[src/rtl/msr_pkg.sv]
package msr_pkg;

    localparam int LINES     = 4;
    localparam int IDX_CTS   = 0;
    localparam int IDX_DSR   = 1;
    localparam int IDX_RI    = 2;
    localparam int IDX_DCD   = 3;
    localparam int WORD_W    = 2 * LINES;

    typedef enum logic [0:0] {
        DET_ANY      = 1'b0,
        DET_PIN_RISE = 1'b1
    } det_e;

    typedef struct packed {
        logic [LINES-1:0] level;
        logic [LINES-1:0] delta;
    } msr_word_t;

    function automatic det_e line_mode(input int idx);
        return (idx == IDX_RI) ? DET_PIN_RISE : DET_ANY;
    endfunction

    // cur/prev are synchronized pin levels (1 = high)
    function automatic logic edge_hit(input det_e mode, input logic cur, input logic prev);
        logic hit;
        case (mode)
            DET_PIN_RISE: hit = cur & ~prev;
            default:      hit = cur ^ prev;
        endcase
        return hit;
    endfunction

endpackage

[src/rtl/msr_sync.sv]
module msr_sync #(
    parameter int WIDTH  = 4,
    parameter int STAGES = 2
) (
    input  logic             clk,
    input  logic             rst,
    input  logic [WIDTH-1:0] din,
    output logic [WIDTH-1:0] dout
);
    localparam int LAST = STAGES - 1;

    logic [WIDTH-1:0] stg [STAGES];

    always_ff @(posedge clk) begin
        if (rst) begin
            for (int k = 0; k < STAGES; k++) stg[k] <= din;
        end else begin
            stg[0] <= din;
            for (int k = 1; k < STAGES; k++) stg[k] <= stg[k-1];
        end
    end

    assign dout = stg[LAST];

endmodule

[src/rtl/msr_delta.sv]
module msr_delta
    import msr_pkg::*;
#(
    parameter int WIDTH = LINES
) (
    input  logic             clk,
    input  logic             rst,
    input  logic [WIDTH-1:0] pins_s,
    input  logic             rd_en,
    output logic [WIDTH-1:0] delta
);
    logic [WIDTH-1:0] prev;
    logic [WIDTH-1:0] set_vec;

    for (genvar i = 0; i < WIDTH; i++) begin : g_det
        assign set_vec[i] = edge_hit(line_mode(i), pins_s[i], prev[i]);
    end

    always_ff @(posedge clk) begin
        if (rst) begin
            prev  <= pins_s;
            delta <= '0;
        end else begin
            prev  <= pins_s;
            delta <= (rd_en ? '0 : delta) | set_vec;
        end
    end


    delta_sticky_chk: assert property (@(posedge clk) disable iff (rst)
        !rd_en |=> ((delta & $past(delta)) == $past(delta)));


    read_clear_chk: assert property (@(posedge clk) disable iff (rst)
        rd_en |=> ((delta & ~$past(set_vec)) == '0));


    ri_fall_ignored_chk: assert property (@(posedge clk) disable iff (rst)
        (!rd_en && !delta[IDX_RI] && !pins_s[IDX_RI] && prev[IDX_RI]) |=> !delta[IDX_RI]);


    reset_quiet_chk: assert property (@(posedge clk) disable iff (rst)
        $past(rst) |-> (delta == '0));

endmodule

[src/rtl/msr_top.sv]
module msr_top
    import msr_pkg::*;
#(
    parameter int SYNC_STAGES = 2
) (
    input  logic              clk,
    input  logic              rst,
    input  logic              cts_n,
    input  logic              dsr_n,
    input  logic              ri_n,
    input  logic              dcd_n,
    input  logic              rd_en,
    output logic [WORD_W-1:0] rd_data,
    input  logic              irq_en,
    output logic              irq
);
    logic [LINES-1:0] pins_raw;
    logic [LINES-1:0] pins_s;
    logic [LINES-1:0] delta;
    msr_word_t        word;

    assign pins_raw[IDX_CTS] = cts_n;
    assign pins_raw[IDX_DSR] = dsr_n;
    assign pins_raw[IDX_RI]  = ri_n;
    assign pins_raw[IDX_DCD] = dcd_n;

    msr_sync #(.WIDTH(LINES), .STAGES(SYNC_STAGES)) sync_i (
        .clk  (clk),
        .rst  (rst),
        .din  (pins_raw),
        .dout (pins_s)
    );

    msr_delta #(.WIDTH(LINES)) delta_i (
        .clk    (clk),
        .rst    (rst),
        .pins_s (pins_s),
        .rd_en  (rd_en),
        .delta  (delta)
    );

    always_comb begin
        word.level = ~pins_s;
        word.delta = delta;
    end

    assign rd_data = word;
    assign irq     = irq_en & (|word.delta);


    irq_rise_chk: assert property (@(posedge clk) disable iff (rst)
        (irq_en && $rose(|delta)) |-> irq);


    irq_mask_chk: assert property (@(posedge clk) disable iff (rst)
        !irq_en |-> !irq);

endmodule

[config.mk]
export PLATFORM = sky130hd
export DESIGN_NAME = msr_top
export DESIGN_NICKNAME = d
export VERILOG_FILES = /design/src/rtl/msr_pkg.sv /design/src/rtl/msr_sync.sv /design/src/rtl/msr_delta.sv /design/src/rtl/msr_top.sv
export SDC_FILE = /design/constraint.sdc
export NUM_CORES = 1
export LEC_CHECK = 0
export BUFFER_PORTS_ARGS = -buffer_cell sky130_fd_sc_hd__clkbuf_2
export CAP_MARGIN = 5
export CORE_AREA = 2 2 39 41
export DETAILED_ROUTE_END_ITERATION = 8
export DIE_AREA = 0 0 41 43
export SETUP_SLACK_MARGIN = 0.4
export SLEW_MARGIN = 10
export SYNTH_ARGS = -nofsm -noshare
export SYNTH_HDL_FRONTEND = slang
export SYNTH_HIERARCHICAL = 1
export SYNTH_SLANG_ARGS = --single-unit
[constraint.sdc]
create_clock -name clk -period 1 [get_ports clk]
set_input_delay 0 -clock clk [delete_from_list [all_inputs] [get_ports clk]]
set_output_delay 0 -clock clk [all_outputs]
set_load 0.02 [all_outputs]
# After elaboration in Yosys (flattened, before gate mapping)

Memories as Yosys holds them, arrays and structs flattened.
Cells that the tools add are included.

Bits in writable memories: 8
Bits in read-only memories: 0
Bits in registers: 8
Memories: 1
Logic and storage cells: 20
Latch bits: 0

Memory list:

| name       | words | width | rd ports | clocked after Yosys merged registers in | wr ports | line           | source |
|---|---|---|---|---|---|---|---|
| sync_i.stg | 2     | 4     | 2        | 0                                       | 2        | msr_sync.sv:12 | `logic [WIDTH-1:0] stg [STAGES];` |

Divide/modulo/power cells: 0
Multiplexer cells: 6
Shift-type cells: 0
Bitwise logic cells: 10
Reduce and logical (&&, ||, !) cells: 1
Equal/unequal tests: 0
Order comparisons: 0
$mul: 0
Add/subtract/negate cells: 0

Operator list:

| kind               | number |
|---|---|
| 4-bit 2-to-1 mux   | 3 |
| 4-bit inverter     | 1 |
| 4-bit bitwise OR   | 1 |
| 4-bit OR reduction | 1 |
| 1-bit 2-to-1 mux   | 3 |
| 1-bit bitwise XOR  | 3 |
| 1-bit AND          | 2 |
| 1-bit bitwise OR   | 2 |
| 1-bit inverter     | 1 |

# Logic depth before layout (Yosys ltp)

Gate-level depths: netlist of run 1.

Depth after elaboration: 3
Mapped depth: 3
Mapped depth without buffers: 2

# Cells and area by module

The synthesis of run 1 kept the hierarchy.

By module, submodules not included:

| module    | area an instance (um^2) | times used | sequential area each (um^2) | cells an instance |
|---|---|---|---|---|
| msr_delta | 237.7                   | 1          | 160.2                       | 20 |
| msr_sync  | 235.2                   | 1          | 160.2                       | 16 |
| msr_top   | 26.3                    | 1          | 0.0                         | 5 |

# Least setup slack after synthesis of run 1

Ideal clock, no wire load.

Path kind: reg2out
Start: register delta_i.delta[1]
End: output port irq
Path slack: 0.111 ns
Path buffers: 0
Stages on the path, launching flop included: 2
Arrival: 0.889 ns
Cells stage by stage: dfxtp_1 -> o41a_1

Word-level cells in the longest chain between the ends: 2

Ends and longest elaborated chain:

| element                | line            | source |
|---|---|---|
| start, declared        | msr_delta.sv:10 | `output logic [WIDTH-1:0] delta` |
| start signal, assigned | msr_delta.sv:25 | `delta <= (rd_en ? '0 : delta) \| set_vec;` |
| 4-bit OR reduction     | msr_top.sv:48   | `assign irq = irq_en & (\|word.delta);` |
| 1-bit AND              | msr_top.sv:48   |  |
| end, declared          | msr_top.sv:15   | `output logic irq` |

Every way passes these cells.

# Worst setup path in the final report of run 1

Start: register delta_i.delta[2]
End: output port irq

The elaborated chain is that of the path after synthesis.

==> impl_metrics.csv, run 1 <==
group,metric,value,unit
run_status,status,"finished with violations",
run_status,violations,"setup timing",
sta,rsz0062_at_grt,"true",
floorplan,core-area,1380,um^2
run,maxCapViolCount,0,
finish,final_common_cell,"dfxtp_2",
yosys,netlist.area_leader.share,64.2,%
clock_tree,cts_buffers,3,
grt,use_met3,9.42,%
floorplan,die_area,1760,um^2
yosys,netlist_area,499,um^2
floorplan,std_cell_rows,14,
yosys,mappedNetlistNets,49,
finish,area_delta_synth_final,70.7,%
routing,postRouteAntennaNets,0,
sta,setup_viol,1,
place,gp_congestion,0.615,
sta,maxSlewHeadroom,84.0,%
place,port_buffers,16,
floorplan,fp.dieH,43,um
finish,final_util,61.6,%
clock_tree,h-tree-depth,1,
grt,track_usage,11.7,%
power_and_ir_drop,leakagePower,0.399,nW
sta,period_needed,1.17,ns
setup_path,path_class,"reg -> out",
sta,drv_slew,0,
routing,via_per_inst,4.39,
yosys,ys_ff_latch,16,
yosys,synthCells,41,
grt,grt_pass1_vias,330,
grt,grt_max_degree,10,
power_and_ir_drop,power.density,1710,nW/um^2
hold_path,hold_class,"in -> reg",
finish,final_cells,84,
setup_path,cp_slowest_cell,"o41a_1",
grt,gr-usage-met2,18.8,%
sta,fin_tns_setup,-0.169,ns
clock_tree,cts.path.max_buffers,2,
finish,diodes,0,
grt,grt.met1_usage,10.3,%
grt,overflow,0,
sta,worst_slack,-0.169,ns
power_and_ir_drop,power_frac_clock,28.9,%
routing,drt_iter0_drc,3,
place,dpl.cell_count,69,
clock_tree,root_buffer,"clkbuf_4",
routing,drt_pass1_iterations,2,
power_and_ir_drop,power_switching_share,23.7,%
finish,layout_common_cells,"9 x dfxtp_2, 7 x dfxtp_1, 7 x buf_6, 7 x clkbuf_2, 6 x buf_8",
power_and_ir_drop,power.internal,1.11,mW
grt,antenna_found_initial,0,
sta,hold_viol,0,
clock_tree,tritoncts,"done",
sta,timing.final.crit_share,117,%
finish,nets,77,
setup_path,slowest_delay,0.42,ns
sta,tightest_slew,0.240,ns
setup_path,start_kind,"flip-flop",
floorplan,io-pin-count,17,
routing,wl_per_cell,10.0,um
clock_tree,clk_latency,0.28,ns
setup_path,path_max_fanout,2,
setup_path,cp.arrival,1.17,ns
grt,grt_first_pass_wirelength,1290,um
yosys,seq_area_frac_synth,64.2,%
yosys,ys_warn_count,6,
routing,drt_wl_total,842,um
power_and_ir_drop,p_switching,345,uW
yosys,ys_top_cells_by_area,"dfxtp_1 64%, mux2_2 9.0%, nand2b_1 6.3%, buf_4 6.0%, xnor2_1 5.3%",
routing,num_vias,369,
floorplan,die_w,41,um
setup_path,cpLargestDelayFamily,"compound AO/OA/AOI/OAI gates",
clock_tree,clk_pin_slew,0.09,ns
finish,drive_above_1_share,72.1,%
routing,drc,0,
yosys,synth_top_cell_by_area,"dfxtp_1",
sta,fmax,855,MHz
setup_path,cp_num_buf_inv,1,
setup_path,path_cells,"o41a_1, buf_6",
floorplan,initial_utilization,36.1,%
power_and_ir_drop,power_frac_seq,50.2,%
clock_tree,clock_sinks,16,
sta,fin_skew,0.00467,ns
power_and_ir_drop,peakVddDrop,0.00145,V
grt,top_usage_layer,"met2",
setup_path,required,1.00,ns
power_and_ir_drop,pwr-share-comb,20.9,%
setup_path,critical_path.endpoint_type,"output port",
yosys,syn_area_per_cell,12.2,um^2
yosys,synth.distinct_cells,8,
place,place_ws,0.139,ns
[per-stage QoR]
step | total power, mW | hold WS, ns | instance area [um^2]
floorplan | 0.869 | 0.0277 | 536
global placement | 0.902 | 0.118 | 594
detailed placement | 0.906 | 0.117 | 594
CTS | 1.42 | -0.00430 | 796
global route | 1.53 | 0.0147 | 852
finish | 1.45 | 0.0130 | 852
[final timing paths]
kind | start | end | slack [ns] | depth (start not counted)
worst max-delay path | delta_i/delta[2] | irq | -0.17 | 2
worst min register to register | sync_i/stg[0][2] | sync_i/stg[0][6] | 0.46 | 1
worst min-delay path | rst | delta_i/delta[2] | 0.01 | 2
worst max register to register | delta_i/delta[2] | delta_i/delta[2] | 0.23 | 4
[power by group through the flow]
| stage | clock network [mW] | logic, mW | registers, mW |
|---|---|---|---|
| 2_1_floorplan | 0 | 0.120 | 0.750 |
| 3_3_place_gp | 0 | 0.164 | 0.738 |
| 3_5_place_dp | 0 | 0.165 | 0.741 |
| 4_1_cts | 0.437 | 0.256 | 0.727 |
| 5_1_grt | 0.461 | 0.329 | 0.735 |
| 6_report | 0.420 | 0.304 | 0.729 |
[timing repair]
item                                   CTS  global route
endpoints found under the hold margin    9             8
pin swaps                                6             4
setup endpoints to repair               17            17
resized for setup                       28            19
setup buffers                            5             2
hold buffers                             4             4
gates cloned                             0             0
[cell type report]
class                   count  area (um^2)
fillers                   128          532
flip-flops and latches     16          332
clock buffers               4         36.3
multi-input cells          17          183
well taps                  16         20.0
repair buffers             27          267
inverters                   4         15.0
[cell families (layout without fill, tap and decap cells)]
logic type | Yosys count | after routing | share of synthesized area, %
xor gates and xnor gates | 3 | 3 | 5.26
muxes | 4 | 4 | 9.02
AOI/OAI and AO/OA | 5 | 5 | 6.27
buffers and inverters | 8 | 35 | 9.02
DFF | 16 | 16 | 64.2
and+or+nand+nor | 5 | 5 | 6.27
[synth_stat cells]
cell and count:
dfxtp_1 16, nand2b_1 5, a21oi_1 4, buf_4 4, inv_1 4, mux2_2 4
xnor2_1 3, o41a_1 1
[metal layers]
layer  vias to the layer above  part of all wire, %
met5                         -                    0
met3                         0                  9.9
met1                       171                   35
met2                        17                   55
met4                         0                    0
li1                        181                    -
[sequential cells by signal (all words and copies together), names as in the netlist]
register / flops
sync_i/stg: 8
delta_i/delta: 4
delta_i/prev: 4
[worst reg2reg max path, stage by stage (launching register included)]
cell	delay, ns
dfxtp_2	0.33
buf_4	0.12
buf_6	0.11
nand2b_4	0.06
a21oi_2	0.04
Power figures use the tool's default switching activity.
==> run 2: changes to the inputs <==
==> constraint.sdc (replaced) <==
create_clock -name clk -period 1 [get_ports clk]
set_input_delay 0 -clock clk [delete_from_list [all_inputs] [get_ports clk]]
set_output_delay 0 -clock clk [all_outputs]
set_load 0.005 [all_outputs]
==> impl_metrics.csv, run 2 (synthesis gave the netlist of run 1 again) <==
group,metric,value,unit
finish,reg_top3,"sync_i/stg: 8 flops, delta_i/delta: 4 flops, delta_i/prev: 4 flops",
grt,grt_max_degree,10,
finish,final_area,778,um^2
clock_tree,cts_buffers,3,
clock_tree,h-tree-depth,1,
place,dpl.cell_count,69,
finish,final_common_cell,"clkbuf_2",
routing,drc,0,
finish,final_cells,83,
power_and_ir_drop,peakVddDrop,0.00107,V
run_status,status,"finished with violations",
sta,fmax,887,MHz
sta,hold_viol,0,
setup_path,critical_path.endpoint_type,"output port",
power_and_ir_drop,power,1.35,mW
grt,antenna_found_initial,0,
routing,via_per_inst,4.19,
finish,area_delta_synth_final,55.9,%
run_status,violations,"setup timing",
sta,timing.final.crit_share,113,%
setup_path,cp.arrival,1.13,ns
setup_path,crit_start,"delta_i/delta[1]",
hold_path,min-delay-start,"rd_en",
finish,nets,76,
clock_tree,root_buffer,"clkbuf_4",
setup_path,path_class,"reg -> out",
place,dpl-instance-area,593,um^2
floorplan,die_w,41,um
setup_path,critical_path_depth,2,
routing,wl_per_cell,8.92,um
setup_path,required,1.00,ns
floorplan,initial_utilization,36.1,%
routing,num_vias,348,
clock_tree,cts.path.max_buffers,2,
finish,diodes,0,
sta,worst_slack,-0.127,ns
grt,overflow,0,
setup_path,cp_slowest_cell,"o41a_1",
setup_path,start_kind,"flip-flop",
grt,track_usage,10.1,%
run,maxCapViolCount,0,
power_and_ir_drop,leakagePower,0.374,nW
clock_tree,tritoncts,"done",
setup_path,slowest_delay,0.40,ns
power_and_ir_drop,power.density,1730,nW/um^2
sta,setup_viol,1,
place,port_buffers,16,
grt,grt_pass1_vias,285,
sta,period_needed,1.13,ns
setup_path,cpLargestDelayFamily,"compound AO/OA/AOI/OAI gates",
setup_path,r2r-start,"sync_i/stg[0][7]",
sta,maxSlewHeadroom,84.2,%
finish,largest_register,"sync_i/stg",
sta,drv_slew,0,
clock_tree,clk_pin_slew,0.09,ns
finish,drive_above_1_share,71.6,%
floorplan,die_area,1760,um^2
grt,grt_first_pass_wirelength,1090,um
routing,postRouteAntennaNets,0,
finish,multi_input_area,183,um^2
routing,drt_iter0_drc,1,
setup_path,cp_num_buf_inv,1,
floorplan,core-area,1380,um^2
routing,drt_wl_total,740,um
setup_path,path_max_fanout,2,
finish,largest_register_ffs,8,
finish,final_util,56.2,%
sta,tightest_slew,0.237,ns
hold_path,hold_class,"in -> reg",
routing,drt_pass1_iterations,2,
finish,fill_cells,130,
floorplan,io-pin-count,17,
sta,rsz0062_at_grt,"true",
floorplan,fp.dieH,43,um
hold_path,worstHoldPathCells,3,
finish,layout_common_cells,"14 x clkbuf_2, 9 x dfxtp_2, 7 x dfxtp_1",
floorplan,std_cell_rows,14,
finish,layout.area.seq,332,um^2
setup_path,path_cells,"o41a_1, clkbuf_2",
setup_path,ff2ff_path_depth,3,
clock_tree,clock_sinks,16,
sta,fin_skew,0.00418,ns
clock_tree,clk_latency,0.28,ns
place,gp_congestion,0.554,
## run 2: cell count changes in the layout (fill, tap and decap cells not counted), sizes merged
cell and change:
buf -8, clkbuf +7
## run 2: power by group
group	internal [mW]	total [mW]	switching, mW	leakage, nW
registers	0.695	0.727	0.0320	0.136
clock network	0.222	0.416	0.194	0.0210
logic	0.142	0.203	0.0615	0.217
## run 2: worst register-to-register path: cells and delay by family, from the launching register on
family / cells / cell delay [ns]
DFF: 1 / 0.34
AOI/OAI and AO/OA: 1 / 0.11
buffers and inverters: 1 / 0.11
xor gates and xnor gates: 1 / 0.11
## run 2: path summary, 6_finish.rpt
| check | to | slack [ns] |
|---|---|---|
| worst max-delay path | irq | -0.13 |
| worst min-delay path | delta_i/delta[0] | 0.009 |
| worst max register to register | delta_i/delta[3] | 0.26 |
| worst min register to register | delta_i/prev[1] | 0.38 |
## run 2: repair_timing
action	in CTS	in global routing
endpoints found under the setup margin	17	17
hold buffers	4	4
buffers inserted	6	0
pin swaps	7	3
resized for setup	15	9
hold endpoints to repair	11	8
## run 2: per-stage QoR
| step | hold WS (ns) | setup TNS (ns) | setup slack (ns) |
|---|---|---|---|
| after floorplan | 0.0277 | 0 | 0.273 |
| after global placement | 0.118 | 0 | 0.185 |
| after detailed placement | 0.119 | 0 | 0.179 |
| after CTS | -0.00732 | -0.145 | -0.145 |
| after global routing | 0.00661 | -0.194 | -0.194 |
| final | 0.00934 | -0.127 | -0.127 |
## run 2: cell type report
| type | count | area share [%] |
|---|---|---|
| inverters | 4 | 1.93 |
| repair buffers | 26 | 24.8 |
| clock buffers | 4 | 4.66 |
| multi-input cells | 17 | 23.5 |
| well taps | 16 | 2.57 |
| flip-flops and latches | 16 | 42.6 |
## run 2: per-layer routing
layer	GRT usage, %	vias up	share of wire, %
met5	0	-	0
met2	15.0	17	52
met4	4.00	0	0
met1	9.27	154	38
met3	9.42	0	10
li1	-	177	-
==> run 3: changes to the inputs <==
==> constraint.sdc (replaced) <==
create_clock -name clk -period 0.95 [get_ports clk]
set_input_delay 0 -clock clk [delete_from_list [all_inputs] [get_ports clk]]
set_output_delay 0 -clock clk [all_outputs]
set_load 0.005 [all_outputs]
==> impl_metrics.csv, run 3 (synthesis gave the netlist of run 1 again) <==
group,metric,value,unit
setup_path,r2r-start,"sync_i/stg[0][7]",
power_and_ir_drop,p_switching,303,uW
power_and_ir_drop,power,1.42,mW
place,dpl.cell_count,69,
power_and_ir_drop,power.density,1820,nW/um^2
finish,nets,76,
floorplan,core-area,1380,um^2
setup_path,cp_num_buf_inv,1,
routing,postRouteAntennaNets,0,
power_and_ir_drop,leakagePower,0.375,nW
place,port_buffers,16,
place,dpl-instance-area,593,um^2
setup_path,path_class,"reg -> out",
clock_tree,tritoncts,"done",
floorplan,die_w,41,um
hold_path,hold_class,"in -> reg",
place,gp_congestion,0.554,
finish,largest_register,"sync_i/stg",
hold_path,min-delay-start,"rd_en",
finish,diodes,0,
sta,fin_skew,0.00418,ns
run_status,violations,"setup timing",
sta,maxSlewHeadroom,84.2,%
power_and_ir_drop,power_switching_share,21.4,%
routing,wl_per_cell,8.92,um
finish,largest_register_ffs,8,
grt,antenna_found_initial,0,
sta,rsz0062_at_grt,"true",
grt,track_usage,10.1,%
finish,layout_common_cells,"14 x clkbuf_2, 9 x dfxtp_2, 7 x dfxtp_1, 7 x buf_6",
power_and_ir_drop,pwr-share-comb,15.2,%
grt,grt_max_degree,10,
clock_tree,clock_sinks,16,
power_and_ir_drop,peakVddDrop,0.00113,V
clock_tree,root_buffer,"clkbuf_4",
sta,hold_viol,0,
setup_path,cp.arrival,1.13,ns
clock_tree,cts_buffers,3,
setup_path,crit_start,"delta_i/delta[1]",
sta,whs,0.00938,ns
clock_tree,h-tree-depth,1,
setup_path,start_kind,"flip-flop",
floorplan,io-pin-count,17,
setup_path,slowest_delay,0.40,ns
routing,drc,0,
run,maxCapViolCount,0,
setup_path,cpLargestDelayFamily,"compound AO/OA/AOI/OAI gates",
floorplan,fp.dieH,43,um
setup_path,path_cells,"o41a_1, clkbuf_2",
routing,via_per_inst,4.19,
routing,drt_wl_total,740,um
floorplan,die_area,1760,um^2
power_and_ir_drop,power_frac_clock,30.8,%
setup_path,path_max_fanout,2,
power_and_ir_drop,power.internal,1.12,mW
setup_path,cp_slowest_cell,"o41a_1",
clock_tree,clk_pin_slew,0.09,ns
run_status,status,"finished with violations",
finish,reg_top3,"sync_i/stg: 8 flops, delta_i/delta: 4 flops, delta_i/prev: 4 flops",
sta,worst_slack,-0.177,ns
clock_tree,clk_latency,0.28,ns
routing,drt_iter0_drc,1,
finish,final_cells,83,
finish,fill_cells,131,
routing,drt_pass1_iterations,2,
sta,drv_slew,0,
floorplan,initial_utilization,36.1,%
finish,layout.area.seq,332,um^2
setup_path,critical_path.endpoint_type,"output port",
floorplan,std_cell_rows,14,
sta,period_needed,1.13,ns
sta,timing.final.crit_share,119,%
setup_path,required,0.95,ns
clock_tree,cts.path.max_buffers,2,
finish,final_area,782,um^2
routing,num_vias,348,
finish,multi_input_area,183,um^2
sta,setup_viol,1,
place,place_ws,0.129,ns
grt,overflow,0,
power_and_ir_drop,power_frac_seq,54.0,%
grt,grt_pass1_vias,285,
sta,tightest_slew,0.237,ns
grt,grt_first_pass_wirelength,1090,um
finish,area_delta_synth_final,56.6,%
sta,fmax,887,MHz
finish,final_common_cell,"clkbuf_2",
finish,drive_above_1_share,71.6,%
[run 3: cell counts in the layout (fill, tap and decap cells not counted)]
Identical to the previous run, type by type.
[run 3: final cells by class]
type                       count  share of cell area [%]
sequential                    16                    42.4
multi-input combinational     17                    23.4
tap                           16                    2.56
clock buffer                   4                    4.64
timing repair buffer          26                    25.1
inverter                       4                    1.92
[run 3: per-layer routing]
layer  global-route usage [%]  routed length, um  up-vias
li1                         -                  -      177
met1                     9.27                278      154
met2                     15.0                384       17
met3                     9.42                 77        0
met4                     4.00                  0        0
met5                        0                  0        -
[run 3: power by group through the flow]
stage	logic, mW	clock network (mW)	registers, mW
finish	0.216	0.437	0.766
detailed placement	0.131	0	0.779
CTS	0.198	0.458	0.763
global placement	0.130	0	0.776
floorplan	0.104	0	0.768
global route	0.237	0.493	0.773
[run 3: metrics by stage]
stage	utilization, %	setup TNS [ns]
3_5_place_dp	42.9	0
5_1_grt	56.5	-0.244
4_1_cts	54.4	-0.195
2_1_floorplan	-	0
3_3_place_gp	42.9	0
6_report	56.5	-0.177
[run 3: worst min-delay path, stage by stage]
cell and delay [ns]:
clkbuf_2 0.10, nand2b_1 0.10, a21oi_1 0.06
[run 3: repair_timing]
action                                  4_1_cts  5_1_grt
hold buffers                                  4        4
endpoints found under the setup margin       17       18
buffers inserted                              6        0
gates resized for setup                      15       10
hold endpoints to repair                     11        8
pin swaps                                     7        3
[run 3: worst paths after layout]
check                     endpoint  slack (ns)  depth (start not counted)
setup reg to reg  delta_i/delta[3]        0.21                          3
setup / recovery               irq       -0.18                          2
hold reg to reg    delta_i/prev[1]        0.38                          0
hold / removal    delta_i/delta[0]       0.009                          3
